**config.mk**
```make
export PLATFORM = sky130hd
export DESIGN_NAME = lpm_sequencer
export DESIGN_NICKNAME = d
export VERILOG_FILES = /design/src/rtl/lpm_pkg.sv /design/src/rtl/lpm_wake_path.sv /design/src/rtl/lpm_ctrl.sv /design/src/rtl/lpm_sequencer.sv
export SDC_FILE = /design/constraint.sdc
export NUM_CORES = 1
export LEC_CHECK = 0
export ABC_AREA = 1
export CAP_MARGIN = 20
export CORE_MARGIN = 3
export CORE_UTILIZATION = 55
export CTS_BUF_LIST = sky130_fd_sc_hd__clkbuf_8
export DETAILED_ROUTE_END_ITERATION = 16
export PLACE_DENSITY = 0.85
export SLEW_MARGIN = 10
export SYNTH_ARGS = -nofsm -noshare
export SYNTH_HDL_FRONTEND = slang
export SYNTH_HIERARCHICAL = 1
export SYNTH_SLANG_ARGS = --single-unit
```
**constraint.sdc**
```tcl
create_clock -name clk -period 6.1 [get_ports clk]
set_input_delay 1.525 -clock clk [delete_from_list [all_inputs] [get_ports clk]]
set_output_delay 1.525 -clock clk [all_outputs]
set_load 0.05 [all_outputs]
```
**src/rtl/lpm_pkg.sv**
```systemverilog
package lpm_pkg;

  typedef enum logic [1:0] {
    MODE_ACTIVE = 2'd0,
    MODE_SLEEP  = 2'd1,
    MODE_WAIT   = 2'd2,
    MODE_BACKUP = 2'd3
  } lpmMode_t;

  typedef enum logic [2:0] {
    ST_ACTIVE,
    ST_ENTRY,
    ST_SLEEP,
    ST_WAIT,
    ST_BACKUP,
    ST_WAKERST
  } lpmState_t;

  // control -> datapath strobes
  typedef struct packed {
    logic clrDebounce;
  } ctrlStrobe_t;

  // datapath -> control wake summaries
  typedef struct packed {
    logic backupWake;
    logic fastWake;
  } wakeFlags_t;

endpackage

```
**src/rtl/lpm_wake_path.sv**
```systemverilog
module lpm_wake_path
  import lpm_pkg::*;
#(
  parameter int NUM_PINS = 16,
  parameter int DEB_W    = 4
) (
  input  logic                clk,
  input  logic                rstN,
  input  logic                slowTick,
  input  logic [NUM_PINS-1:0] wakePin,
  input  logic [NUM_PINS-1:0] wakeEnable,
  input  logic [NUM_PINS-1:0] wakeActiveHigh,
  input  logic [DEB_W-1:0]    debounceLen,
  input  logic                smAlarm,
  input  logic                rtcAlarm,
  input  logic                rttAlarm,
  input  logic                usbWake,
  input  ctrlStrobe_t         strobe,
  output wakeFlags_t          flags
);

  logic [NUM_PINS-1:0] pinQual;
  logic [NUM_PINS-1:0] pinSettled;

  for (genvar i = 0; i < NUM_PINS; i++) begin : g_pin
    logic [DEB_W-1:0] debCnt;

    assign pinQual[i] = wakeEnable[i] & ~(wakePin[i] ^ wakeActiveHigh[i]);

    always_ff @(posedge clk or negedge rstN) begin
      if (!rstN) begin
        debCnt <= '0;
      end else if (strobe.clrDebounce || !pinQual[i]) begin
        debCnt <= '0;
      end else if (slowTick && (debCnt < debounceLen)) begin
        debCnt <= debCnt + 1'b1;
      end
    end

    assign pinSettled[i] = pinQual[i] & (debCnt >= debounceLen);

    // a pin that drops out of its qualified level restarts its count
    p_deb_restart_r8: assert property (@(posedge clk) disable iff (!rstN)
      !pinQual[i] |=> (debCnt == '0));
  end

  always_comb begin
    flags.fastWake   = (|pinQual) | rtcAlarm | rttAlarm | usbWake;
    flags.backupWake = (|pinSettled) | smAlarm | rtcAlarm | rttAlarm;
  end

endmodule

```
**src/rtl/lpm_ctrl.sv**
```systemverilog
module lpm_ctrl
  import lpm_pkg::*;
#(
  parameter int RESYNC = 4
) (
  input  logic        clk,
  input  logic        rstN,
  input  logic        sleepReq,
  input  logic        reqIsWfe,
  input  logic        deepSleep,
  input  logic        lowPowerMode,
  input  logic        mainClkIsRc,
  input  logic        irqPending,
  input  wakeFlags_t  flags,
  output ctrlStrobe_t strobe,
  output logic        coreClkEn,
  output logic        perClkEn,
  output logic        regulatorEn,
  output logic        resetReq,
  output logic [1:0]  modeStatus,
  output logic        waitRejected
);

  localparam int CW = (RESYNC > 1) ? $clog2(RESYNC) : 1;

  lpmState_t      state;
  lpmMode_t       target;
  logic           byWfe;
  logic [CW-1:0]  windowCnt;
  logic           waitRej;

  lpmMode_t decodeMode;
  logic     rejectNow;
  logic     acceptNow;
  logic     targetWake;

  always_comb begin
    if (reqIsWfe && deepSleep)         decodeMode = MODE_BACKUP;
    else if (reqIsWfe && lowPowerMode) decodeMode = MODE_WAIT;
    else                               decodeMode = MODE_SLEEP;
    rejectNow = (decodeMode == MODE_WAIT) && !mainClkIsRc;
    acceptNow = (state == ST_ACTIVE) && sleepReq && !rejectNow;
    strobe.clrDebounce = acceptNow;
    case (target)
      MODE_SLEEP:  targetWake = irqPending | (byWfe & flags.fastWake);
      MODE_WAIT:   targetWake = flags.fastWake;
      MODE_BACKUP: targetWake = flags.backupWake;
      default:     targetWake = 1'b0;
    endcase
  end

  always_ff @(posedge clk or negedge rstN) begin
    if (!rstN) begin
      state     <= ST_ACTIVE;
      target    <= MODE_SLEEP;
      byWfe     <= 1'b0;
      windowCnt <= '0;
      waitRej   <= 1'b0;
    end else begin
      case (state)
        ST_ACTIVE: begin
          if (sleepReq) begin
            if (rejectNow) begin
              waitRej <= 1'b1;
            end else begin
              waitRej   <= 1'b0;
              target    <= decodeMode;
              byWfe     <= reqIsWfe;
              windowCnt <= CW'(RESYNC - 1);
              state     <= ST_ENTRY;
            end
          end
        end
        ST_ENTRY: begin
          if (targetWake) begin
            state <= ST_ACTIVE;
          end else if (windowCnt == '0) begin
            case (target)
              MODE_WAIT:   state <= ST_WAIT;
              MODE_BACKUP: state <= ST_BACKUP;
              default:     state <= ST_SLEEP;
            endcase
          end else begin
            windowCnt <= windowCnt - 1'b1;
          end
        end
        ST_SLEEP:   if (targetWake) state <= ST_ACTIVE;
        ST_WAIT:    if (targetWake) state <= ST_ACTIVE;
        ST_BACKUP:  if (targetWake) state <= ST_WAKERST;
        ST_WAKERST: state <= ST_ACTIVE;
        default:    state <= ST_ACTIVE;
      endcase
    end
  end

  always_comb begin
    coreClkEn   = 1'b1;
    perClkEn    = 1'b1;
    regulatorEn = 1'b1;
    resetReq    = 1'b0;
    modeStatus  = MODE_ACTIVE;
    case (state)
      ST_SLEEP: begin
        coreClkEn  = 1'b0;
        modeStatus = MODE_SLEEP;
      end
      ST_WAIT: begin
        coreClkEn  = 1'b0;
        perClkEn   = 1'b0;
        modeStatus = MODE_WAIT;
      end
      ST_BACKUP: begin
        coreClkEn   = 1'b0;
        perClkEn    = 1'b0;
        regulatorEn = 1'b0;
        modeStatus  = MODE_BACKUP;
      end
      ST_WAKERST: begin
        coreClkEn = 1'b0;
        perClkEn  = 1'b0;
        resetReq  = 1'b1;
      end
      default: ;
    endcase
  end

  assign waitRejected = waitRej;

  p_wait_rc_only_r6: assert property (@(posedge clk) disable iff (!rstN)
    (state == ST_ACTIVE && sleepReq && reqIsWfe && !deepSleep && lowPowerMode && !mainClkIsRc)
    |=> (state == ST_ACTIVE && waitRejected));

  p_backup_exit_reset_r7: assert property (@(posedge clk) disable iff (!rstN)
    (state == ST_BACKUP && flags.backupWake) |=> (resetReq && regulatorEn));

  p_wait_exit_clean_r9: assert property (@(posedge clk) disable iff (!rstN)
    (state == ST_WAIT && flags.fastWake) |=> (modeStatus == MODE_ACTIVE && !resetReq));

  p_wfi_irq_only_r10: assert property (@(posedge clk) disable iff (!rstN)
    (state == ST_SLEEP && !byWfe && !irqPending) |=> (state == ST_SLEEP));

  p_entry_cancel_r11: assert property (@(posedge clk) disable iff (!rstN)
    (state == ST_ENTRY && targetWake) |=> (state == ST_ACTIVE));

  p_busy_ignore_r12: assert property (@(posedge clk) disable iff (!rstN)
    (state == ST_SLEEP && !targetWake) |=> (state == ST_SLEEP && $stable(target)));

endmodule

```
**src/rtl/lpm_sequencer.sv**
```systemverilog
module lpm_sequencer
  import lpm_pkg::*;
#(
  parameter int NUM_PINS = 16,
  parameter int DEB_W    = 4,
  parameter int RESYNC   = 4
) (
  input  logic                clk,
  input  logic                rstN,
  input  logic                slowTick,
  input  logic                sleepReq,
  input  logic                reqIsWfe,
  input  logic                deepSleep,
  input  logic                lowPowerMode,
  input  logic                mainClkIsRc,
  input  logic [NUM_PINS-1:0] wakePin,
  input  logic [NUM_PINS-1:0] wakeEnable,
  input  logic [NUM_PINS-1:0] wakeActiveHigh,
  input  logic [DEB_W-1:0]    debounceLen,
  input  logic                smAlarm,
  input  logic                rtcAlarm,
  input  logic                rttAlarm,
  input  logic                usbWake,
  input  logic                irqPending,
  output logic                coreClkEn,
  output logic                perClkEn,
  output logic                regulatorEn,
  output logic                resetReq,
  output logic [1:0]          modeStatus,
  output logic                waitRejected
);

  ctrlStrobe_t strobe;
  wakeFlags_t  flags;

  lpm_wake_path #(.NUM_PINS(NUM_PINS), .DEB_W(DEB_W)) u_wake (
    .clk(clk), .rstN(rstN), .slowTick(slowTick),
    .wakePin(wakePin), .wakeEnable(wakeEnable), .wakeActiveHigh(wakeActiveHigh),
    .debounceLen(debounceLen), .smAlarm(smAlarm), .rtcAlarm(rtcAlarm),
    .rttAlarm(rttAlarm), .usbWake(usbWake), .strobe(strobe), .flags(flags)
  );

  lpm_ctrl #(.RESYNC(RESYNC)) u_ctrl (
    .clk(clk), .rstN(rstN), .sleepReq(sleepReq), .reqIsWfe(reqIsWfe),
    .deepSleep(deepSleep), .lowPowerMode(lowPowerMode), .mainClkIsRc(mainClkIsRc),
    .irqPending(irqPending), .flags(flags), .strobe(strobe),
    .coreClkEn(coreClkEn), .perClkEn(perClkEn), .regulatorEn(regulatorEn),
    .resetReq(resetReq), .modeStatus(modeStatus), .waitRejected(waitRejected)
  );

endmodule

```
==> results of run 1 <==
-- kinds of logic after synthesis --
logic type / after synthesis / synth area share
compound gates: 102 / 0.104
xor+xnor: 23 / 0.0326
fa+ha+maj: 83 / 0.168
buf+inv: 142 / 0.0955
flops: 73 / 0.296
simple gates: 377 / 0.305
-- worst min-delay path, cell delays in order, from the launching register on --
cell,delay [ns]
dfrtp_1,0.35
nand2_1,0.06
nand2_1,0.06
-- sequential cells by signal, indices dropped and copies added, names as in the netlist --
| name | flops |
|---|---|
| u_ctrl/target | 2 |
| u_ctrl/waitRejected | 1 |
| u_wake/g_pin.debCnt | 64 |
| u_ctrl/state | 3 |
| u_ctrl/byWfe | 1 |
| u_ctrl/windowCnt | 2 |
-- Yosys cell counts, drive strengths merged (5+ instances only) --
cell	instances
nand2	157
inv	134
nand3	94
ha	83
nor2	82
dfrtp	72
a21oi	49
o21ai	33
nand4	28
xor2	20
nor3	12
buf	7
a31oi	6
o21bai	5
o31ai	5
-- routing by layer --
| layer | share of wire | up-vias | track usage |
|---|---|---|---|
| met5 | 0 | - | 0 |
| met4 | 0.020 | 0 | 0.0745 |
| met3 | 0.047 | 20 | 0.0437 |
| met2 | 0.49 | 142 | 0.396 |
| met1 | 0.44 | 2549 | 0.282 |
| li1 | - | 2804 | - |
-- final cells by class --
| cell class | count | area [um2] | area share |
|---|---|---|---|
| clock buffer | 10 | 138 | 0.0192 |
| clock inverter | 6 | 58.8 | 0.00820 |
| inverter | 135 | 507 | 0.0706 |
| multi-input combinational | 585 | 3760 | 0.525 |
| sequential | 73 | 1830 | 0.255 |
| tap | 140 | 175 | 0.0244 |
| timing repair buffer | 71 | 703 | 0.0980 |
-- worst min-delay path by stage --
stage / slack (ns) / to
6_report: 0.49 / u_ctrl/byWfe
4_1_cts: 0.49 / u_ctrl/byWfe
5_1_grt: 0.52 / u_ctrl/byWfe
2_1_floorplan: 0.45 / u_ctrl/byWfe
3_5_place_dp: 0.47 / u_ctrl/byWfe
3_3_place_gp: 0.47 / u_ctrl/byWfe
-- metrics by stage --
stage	util	cell area [um2]	power, W
6_report	0.656	7170	0.00147
2_1_floorplan	-	6180	0.000955
3_5_place_dp	0.638	6980	0.00109
4_1_cts	0.656	7170	0.00149
5_1_grt	0.656	7170	0.00158
3_3_place_gp	0.638	6980	0.00108
-- power groups by stage --
stage / sequential [W] / clock (W) / combinational [W]
finish: 0.000574 / 0.000390 / 0.000510
global route: 0.000581 / 0.000420 / 0.000578
CTS: 0.000573 / 0.000402 / 0.000512
detailed placement: 0.000583 / 0 / 0.000508
global placement: 0.000581 / 0 / 0.000494
floorplan: 0.000569 / 0 / 0.000386
==> qor.yml, run 1 <==
worst-path-max-fanout: 16
cts_resized: 0
synth_top_flop_cell: "dfrtp_1"
final_common_cell: "nand2_1"
grt_usage: 0.227
slew_headroom: 0.358
finalSetupViolCount: 0
post_drt_wl_per_cell_um: 13.5
pwr-share-seq: 0.389
synth_area_leader_cell: "dfrtp_1"
hold_viol: 0
power.switching_w: 0.000563
avgSynthCellArea_um2: 7.73
io_pins: 72
clock_skew_ns: 0.00852
power.share.clock: 0.265
synthArstFlopShare: 1.00
routabilityCongestion: 0.881
row_count: 38
path_depth: 17
grt_first_pass_wirelength_um: 23700
min_path_cells: 2
synthTopCellsByArea: "dfrtp_1, ha_1, nand2_1"
min_path_type: "flip-flop to flip-flop"
clk_pin_slew_ns: 0.08
p_int_w: 0.000911
synth.distinct_cells: 38
via_per_inst: 5.41
cpPeakStageDelay_ns: 1.08
rsz0062_at_grt: "no"
die_y_um: 112
synth_area_um2: 6180
cp_data_required_time_ns: 6.36
initial_core_util: 0.565
cts_root_buf: "clkbuf_8"
insertion_delay_ns: 0.37
drt-pass1-iter-count: 5
cts_tree: "built"
routed_wl_um: 13700
grt_antenna_before_repair: 0
crit_buf_inv: 2
synth_cells: 800
dpl.hpwl_um: 10100
end_kind: "flip-flop"
cp.arrival_ns: 4.28
ir_drop_v: 0.000171
finalCriticalPeriod_ns: 4.03
fin_ws_ns: 2.07
die_area_um2: 12500
critPathLaunchType: "primary input"
cts.sinks: 73
post_cts_buffers: 0
portBuffers: 71
synth_top_area_frac: 0.291
r2r-end: "u_wake/g_pin[15].debCnt[0]"
swShare: 0.382
ant_nets: 0
clock.fmax_mhz: 248
critPathLaunch: "debounceLen[0]"
placed_cells: 1004
die_w_um: 112
synth_edf_count: 0
holdWs_ns: 0.494
dp_slack_ns: 1.76
critPathKind: "primary input to flip-flop"
crit_end: "u_ctrl/state[1]"
grt_start_max_net_pins: 74
fin_cells: 1020
mappedNetlistNets: 948
drc: 0
clockBufferDepth: 2
synth_seq_cells: 73
cts_hold_buf: 0
diodes: 0
syn_to_final_growth_pct: 16.0
cts_buffers: 9
status: "finished clean"
p_per_area_nw_per_um2: 206
maxCapViolCount: 0
fillCellCount: 918
yosysSeqAreaShare: 0.296
drtIter0Drc: 373
rrSetupSlack_ns: 3.86
combPwrFrac: 0.346
coreArea_um2: 10900
cp_cell_sequence: "clkdlybuf4s50_1, ha_1, inv_1, nand2_1, a21oi_1, nor3_2, nand2_1, nand2_1, nand2_1, nor2_1, nand2_1, nand3_1, nand2_2, nor2_4, nand2_2, nand3_1, nand2_1"
path_delay_family: "simple AND/OR/NAND/NOR gates"
final_layout_size_suffix_gt1_frac: 0.117
vias: 5515
reg2reg_depth: 10
tns_ns: 0
worstMarginPinSlew_ns: 0.963
holdCritStartpoint: "u_ctrl/byWfe"
grt_pass1_vias: 5446
htree_levels: 3
finalCritPeriodShare: 0.660
slowest_stage: "clkdlybuf4s50_1"
p_leak_nw: 3.74
r2r_start: "u_ctrl/state[1]"
yosys_warnings: 6
cp_common_cell: "nand2_1"
maxSlewViolCount: 0
grt.overflow.total: 0
fin_nets: 1023
final_cell_mix: "nand2_1, inv_1, ha_1"
Note: power is estimated with default switching activity, not from simulation.
==> run 2, diff against run 1 <==
--- a/config.mk
+++ b/config.mk
@@ -8,7 +8,7 @@
 export ABC_AREA = 1
 export CAP_MARGIN = 20
 export CORE_MARGIN = 3
-export CORE_UTILIZATION = 55
+export CORE_UTILIZATION = 53
 export CTS_BUF_LIST = sky130_fd_sc_hd__clkbuf_8
 export DETAILED_ROUTE_END_ITERATION = 16
 export PLACE_DENSITY = 0.85
==> constraint.sdc (replaced) <==
create_clock -name clk -period 3.3 [get_ports clk]
set_input_delay 0.825 -clock clk [delete_from_list [all_inputs] [get_ports clk]]
set_output_delay 0.825 -clock clk [all_outputs]
set_load 0.05 [all_outputs]
==> run 2 against run 1 <==
  * Worst setup slack worse by 1.7 ns
  * Critical endpoint is now perClkEn
  * Sequential share of layout area down 0.97 points
  * Sequential power up 85%
==> qor.yml, run 2 (synthesized netlist as in run 1, its figures left out) <==
initial_core_util: 0.556  # was 0.565
post_cts_buffers: 0  # unchanged
die_area_um2: 13000  # was 12500 um2
routabilityCongestion: 0.876  # was 0.881
diodes: 0  # unchanged
cts_root_buf: "clkbuf_8"  # unchanged
placed_cells: 1033  # was 1004
io_pins: 72  # unchanged
end_kind: "output port"  # was flip-flop
grt.met3_usage: 0.0387  # was 0.0437
finalSetupViolCount: 0  # unchanged
met2_usage: 0.380  # was 0.396
routed_wl_um: 13900  # was 13700 um
maxSlewViolCount: 0  # unchanged
die_w_um: 114  # was 112 um
final_cell_area_um2: 7460  # was 7170 um2
multi_input_area_um2: 3760  # unchanged
hold_viol: 0  # unchanged
grt_antenna_before_repair: 0  # unchanged
r2r_start: "u_wake/g_pin[1].debCnt[3]"  # was u_ctrl/state[1]
holdCritStartpoint: "u_ctrl/byWfe"  # unchanged
cts_hold_buf: 0  # unchanged
tns_ns: 0  # unchanged
dpl_cell_area_um2: 7240  # was 6980 um2
worst-path-max-fanout: 8  # was 16
final_layout_size_suffix_gt1_frac: 0.146  # was 0.117
rsz0062_at_grt: "no"  # unchanged
grt_first_pass_wirelength_um: 24000  # was 23700 um
reg2reg_depth: 16  # was 10
clock.fmax_mhz: 338
combPwrFrac: 0.348  # was 0.346
finalCritPeriodShare: 0.898
power_w: 0.00280  # was 0.00147 W
p_per_area_nw_per_um2: 376  # was 206 nW/um2
swShare: 0.379  # was 0.382
cts_buffers: 9  # unchanged
cts_resized: 0  # unchanged
finalCriticalPeriod_ns: 2.96
drtIter0Drc: 333  # was 373
vias: 5568  # was 5515
crit_end: "perClkEn"  # was u_ctrl/state[1]
worstMarginPinSlew_ns: 0.920  # was 0.963 ns
critPathKind: "flip-flop to output port"  # was primary input to flip-flop
htree_levels: 3  # unchanged
cts_tree: "built"  # unchanged
status: "finished clean"  # unchanged
pwr-share-seq: 0.379  # was 0.389
ir_drop_v: 0.000199  # was 0.000171 V
final_cell_mix: "nand2_1, inv_1, ha_1"  # unchanged
power.share.clock: 0.273  # was 0.265
clock_skew_ns: 0.00774  # was 0.00852 ns
row_count: 38  # unchanged
holdWs_ns: 0.507  # was 0.494 ns
min_path_type: "flip-flop to flip-flop"  # unchanged
final_common_cell: "nand2_1"  # unchanged
coreArea_um2: 11100  # was 10900 um2
cp_data_required_time_ns: 2.47  # was 6.36 ns
ant_nets: 0  # unchanged
syn_to_final_growth_pct: 20.6  # was 16.0%
grt_usage: 0.224  # was 0.227
cts.sinks: 73  # unchanged
p_int_w: 0.00174  # was 0.000911 W
power.switching_w: 0.00106  # was 0.000563 W
busiest_layer: "met2"  # unchanged
critPathLaunchType: "flip-flop"  # was primary input
drc: 0  # unchanged
fin_cells: 1049  # was 1020
p_leak_nw: 3.89  # was 3.74 nW
rrSetupSlack_ns: 1.14  # was 3.86 ns
insertion_delay_ns: 0.36  # was 0.37 ns
largest_reg_flops: 64  # unchanged
r2r-end: "u_ctrl/windowCnt[0]"  # was u_wake/g_pin[15].debCnt[0]
via_per_inst: 5.31  # was 5.41
grt_pass1_vias: 5412  # was 5446
clockBufferDepth: 2  # unchanged
seq_area_um2: 1830  # unchanged
use_met1: 0.286  # was 0.282
grt_start_max_net_pins: 74  # unchanged
maxCapViolCount: 0  # unchanged
largest_registers: "u_wake/g_pin.debCnt x64, u_ctrl/state x3"  # unchanged
min_path_cells: 2  # unchanged
grt.overflow.total: 0  # unchanged
portBuffers: 71  # unchanged
die_y_um: 114  # was 112 um
top_register: "u_wake/g_pin.debCnt"  # unchanged
fin_nets: 1052  # was 1023
drt-pass1-iter-count: 8  # was 5
post_drt_wl_per_cell_um: 13.3  # was 13.5 um
slew_headroom: 0.387  # was 0.358
critPathLaunch: "u_ctrl/state[1]"  # was debounceLen[0]
clk_pin_slew_ns: 0.08  # about the same
fillCellCount: 902  # was 918
dpl.hpwl_um: 10600  # was 10100 um
cp.arrival_ns: 2.14  # was 4.28 ns
==> run 2: per-layer routing <==
layer / share of wire / routed length, um
met5: 0 / 0
met4: 0.022 / 300
met3: 0.048 / 664
met2: 0.49 / 6800
met1: 0.44 / 6150
==> run 2: final cells by class <==
class,instances,area share
Sequential cell,73,0.245
Clock buffer,11,0.0203
Multi-Input combinational cell,585,0.505
Tap cell,140,0.0235
Clock inverter,5,0.00806
Timing Repair Buffer,100,0.130
Inverter,135,0.0680
==> run 2: worst min path at each step <==
stage               slack (ns)             endpoint
global route              0.52         u_ctrl/byWfe
finish                    0.51         u_ctrl/byWfe
global placement          0.48  u_ctrl/waitRejected
floorplan                 0.45         u_ctrl/byWfe
CTS                       0.51         u_ctrl/byWfe
detailed placement        0.49         u_ctrl/byWfe
==> run 2: critical path, cell delays in order (launching register included) <==
cell             delay [ns]
dfrtp_1                0.50
inv_1                  0.11
ha_1                   0.21
a31oi_1                0.13
clkdlybuf4s50_1        0.83
==> run 2: power by group through the flow <==
stage          Sequential (W)  Clock [W]  Combinational [W]
2_1_floorplan         0.00105          0           0.000713
3_3_place_gp          0.00108          0           0.000946
3_5_place_dp          0.00108          0           0.000972
4_1_cts               0.00106   0.000777           0.000978
5_1_grt               0.00107   0.000811            0.00111
6_report              0.00106   0.000766           0.000975
==> run 2: through the flow <==
stage | util | setup WS [ns]
5_1_grt | 0.670 | 0.111
4_1_cts | 0.670 | 0.331
3_5_place_dp | 0.651 | 0.0313
3_3_place_gp | 0.651 | 0.0924
6_report | 0.670 | 0.337
2_1_floorplan | - | 0.571
==> run 3, diff against run 2 <==
--- a/config.mk
+++ b/config.mk
@@ -7,11 +7,11 @@
 export LEC_CHECK = 0
 export ABC_AREA = 1
 export CAP_MARGIN = 20
-export CORE_MARGIN = 3
 export CORE_UTILIZATION = 53
 export CTS_BUF_LIST = sky130_fd_sc_hd__clkbuf_8
 export DETAILED_ROUTE_END_ITERATION = 16
 export PLACE_DENSITY = 0.85
+export SETUP_SLACK_MARGIN = 0.02
 export SLEW_MARGIN = 10
 export SYNTH_ARGS = -nofsm -noshare
 export SYNTH_HDL_FRONTEND = slang
==> run 3 against run 2 <==
  * Combinational power grew 0.7%
  * Critical path type unchanged
  * Via count shrank 0.45%
  * Largest cell class unchanged
  * Non-clock buffer count shrank 1
  * Worst setup slack lost 0.00096 ns
  * Routed wire length grew 3.1%
  * Hold slack lost 0.0013 ns
  * Clock-buffer cell count shrank 1
  * First-iteration DRC count shrank 5.1%
  * Fmax is essentially flat
==> qor.yml, run 3 (synthesized netlist as in run 1, its figures left out) <==
status: "finished clean"  # unchanged
post_cts_buffers: 0  # unchanged
cts_buffers: 9  # unchanged
cp_cell_sequence: "inv_1, ha_1, a31oi_1, clkdlybuf4s50_1"  # unchanged
critPathLaunchType: "flip-flop"  # unchanged
cp.arrival_ns: 2.14  # about the same
finalCritPeriodShare: 0.898  # about the same
io_pins: 72  # unchanged
drtIter0Drc: 316  # was 333
ir_drop_v: 0.000253  # was 0.000199 V
final_common_cell: "nand2_1"  # unchanged
end_kind: "output port"  # unchanged
grt_pass1_vias: 5344  # was 5412
fin_nets: 1051  # was 1052
die_area_um2: 12100  # was 13000 um2
final_layout_size_suffix_gt1_frac: 0.142  # was 0.146
insertion_delay_ns: 0.36  # about the same
vias: 5543  # was 5568
cts_resized: 0  # unchanged
via_per_inst: 5.27  # was 5.31
clockBufferDepth: 2  # unchanged
slew_headroom: 0.370  # was 0.387
worstMarginPinSlew_ns: 0.945  # was 0.920 ns
largest_registers: "u_wake/g_pin.debCnt x64, u_ctrl/state x3"  # unchanged
holdCritStartpoint: "u_ctrl/byWfe"  # unchanged
final_cell_mix: "nand2_1, inv_1, ha_1"  # unchanged
htree_levels: 3  # unchanged
routabilityCongestion: 0.833  # was 0.876
drt-pass1-iter-count: 4  # was 8
finalCriticalPeriod_ns: 2.96  # about the same
routed_wl_um: 14300  # was 13900 um
syn_to_final_growth_pct: 20.2  # was 20.6%
die_w_um: 110  # was 114 um
ant_nets: 0  # unchanged
holdWs_ns: 0.505  # was 0.507 ns
p_per_area_nw_per_um2: 370  # was 376 nW/um2
tns_ns: 0  # unchanged
post_drt_wl_per_cell_um: 13.7  # was 13.3 um
grt.overflow.total: 0  # unchanged
clock_skew_ns: 0.00673  # was 0.00774 ns
p_leak_nw: 3.89  # about the same
dpl.hpwl_um: 10800  # was 10600 um
initial_core_util: 0.544  # was 0.556
die_y_um: 110  # was 114 um
clock.fmax_mhz: 337  # was 338 MHz
cts.sinks: 73  # unchanged
hold_viol: 0  # unchanged
critPathKind: "flip-flop to output port"  # unchanged
critPathLaunch: "u_ctrl/state[1]"  # unchanged
clk_pin_slew_ns: 0.08  # about the same
row_count: 39  # was 38
cts_hold_buf: 0  # unchanged
largest_reg_flops: 64  # unchanged
rsz0062_at_grt: "no"  # unchanged
cts_tree: "built"  # unchanged
diodes: 0  # unchanged
worst-path-max-fanout: 8  # unchanged
cp_data_required_time_ns: 2.47  # about the same
r2r_start: "u_wake/g_pin[0].debCnt[3]"  # was u_wake/g_pin[1].debCnt[3]
power_w: 0.00275  # was 0.00280 W
top_register: "u_wake/g_pin.debCnt"  # unchanged
cpPeakStageDelay_ns: 0.83  # about the same
grt_first_pass_wirelength_um: 23700  # was 24000 um
grt_antenna_before_repair: 0  # unchanged
cts_root_buf: "clkbuf_8"  # unchanged
min_path_type: "flip-flop to flip-flop"  # unchanged
coreArea_um2: 11400  # was 11100 um2
portBuffers: 71  # unchanged
slowest_stage: "clkdlybuf4s50_1"  # unchanged
grt_usage: 0.255  # was 0.224
maxSlewViolCount: 0  # unchanged
fillCellCount: 946  # was 902
drc: 0  # unchanged
finalSetupViolCount: 0  # unchanged
grt_start_max_net_pins: 74  # unchanged
maxCapViolCount: 0  # unchanged
run 3: cell types whose count changed in the layout (fill, tap and decap cells not counted), sizes merged:
| cell | delta |
|---|---|
| buf | -1 |
| clkbuf | -1 |
| clkinv | +1 |
| clkinvlp | -1 |
| inv | +1 |
run 3: cell type report:
type	instances	area (um2)	share of cell area
Clock buffer	10	138	0.0185
Clock inverter	6	51.3	0.00690
Inverter	135	507	0.0682
Multi-Input combinational cell	585	3760	0.507
Sequential cell	73	1830	0.246
Tap cell	143	179	0.0241
Timing Repair Buffer	99	963	0.130
run 3: power breakdown:
group / total, W / internal [W] / switching, W
clock network: 0.000707 / 0.000360 / 0.000348
logic: 0.000982 / 0.000370 / 0.000613
registers: 0.00106 / 0.000972 / 0.0000904
total: 0.00275 / 0.00170 / 0.00105
run 3: metrics by stage:
stage | cell area, um2 | utilization | setup WS, ns | cells
floorplan | 6180 | - | 0.571 | 800
global placement | 7240 | 0.637 | 0.115 | 1035
detailed placement | 7240 | 0.637 | 0.0447 | 1035
CTS | 7430 | 0.653 | 0.327 | 1051
global route | 7430 | 0.653 | 0.172 | 1051
finish | 7430 | 0.653 | 0.336 | 1051
run 3: final timing paths:
| kind | endpoint | slack, ns | cells after the start |
|---|---|---|---|
| hold reg to reg | u_ctrl/byWfe | 0.51 | 2 |
| setup / recovery | perClkEn | 0.34 | 4 |
| max in group asynchronous | u_wake/g_pin[14].debCnt[0] | 2.08 | 1 |
| setup reg to reg | u_ctrl/state[1] | 1.12 | 17 |
| hold / removal | u_ctrl/byWfe | 0.51 | 2 |
| min in group asynchronous | u_wake/g_pin[5].debCnt[0] | 0.60 | 1 |
run 3: routing by layer:
metal,wire [um],vias up,track usage
li1,-,2860,-
met1,6460,2562,0.303
met2,7160,103,0.462
met3,531,18,0.0447
met4,202,0,0.0857
met5,0,-,0
run 3: worst max-delay path: cells and delay by family, from the launching register on:
family,cells,cell delay (ns)
buf+inv,2,0.94
flops,1,0.50
fa+ha+maj,1,0.21
compound gates,1,0.13
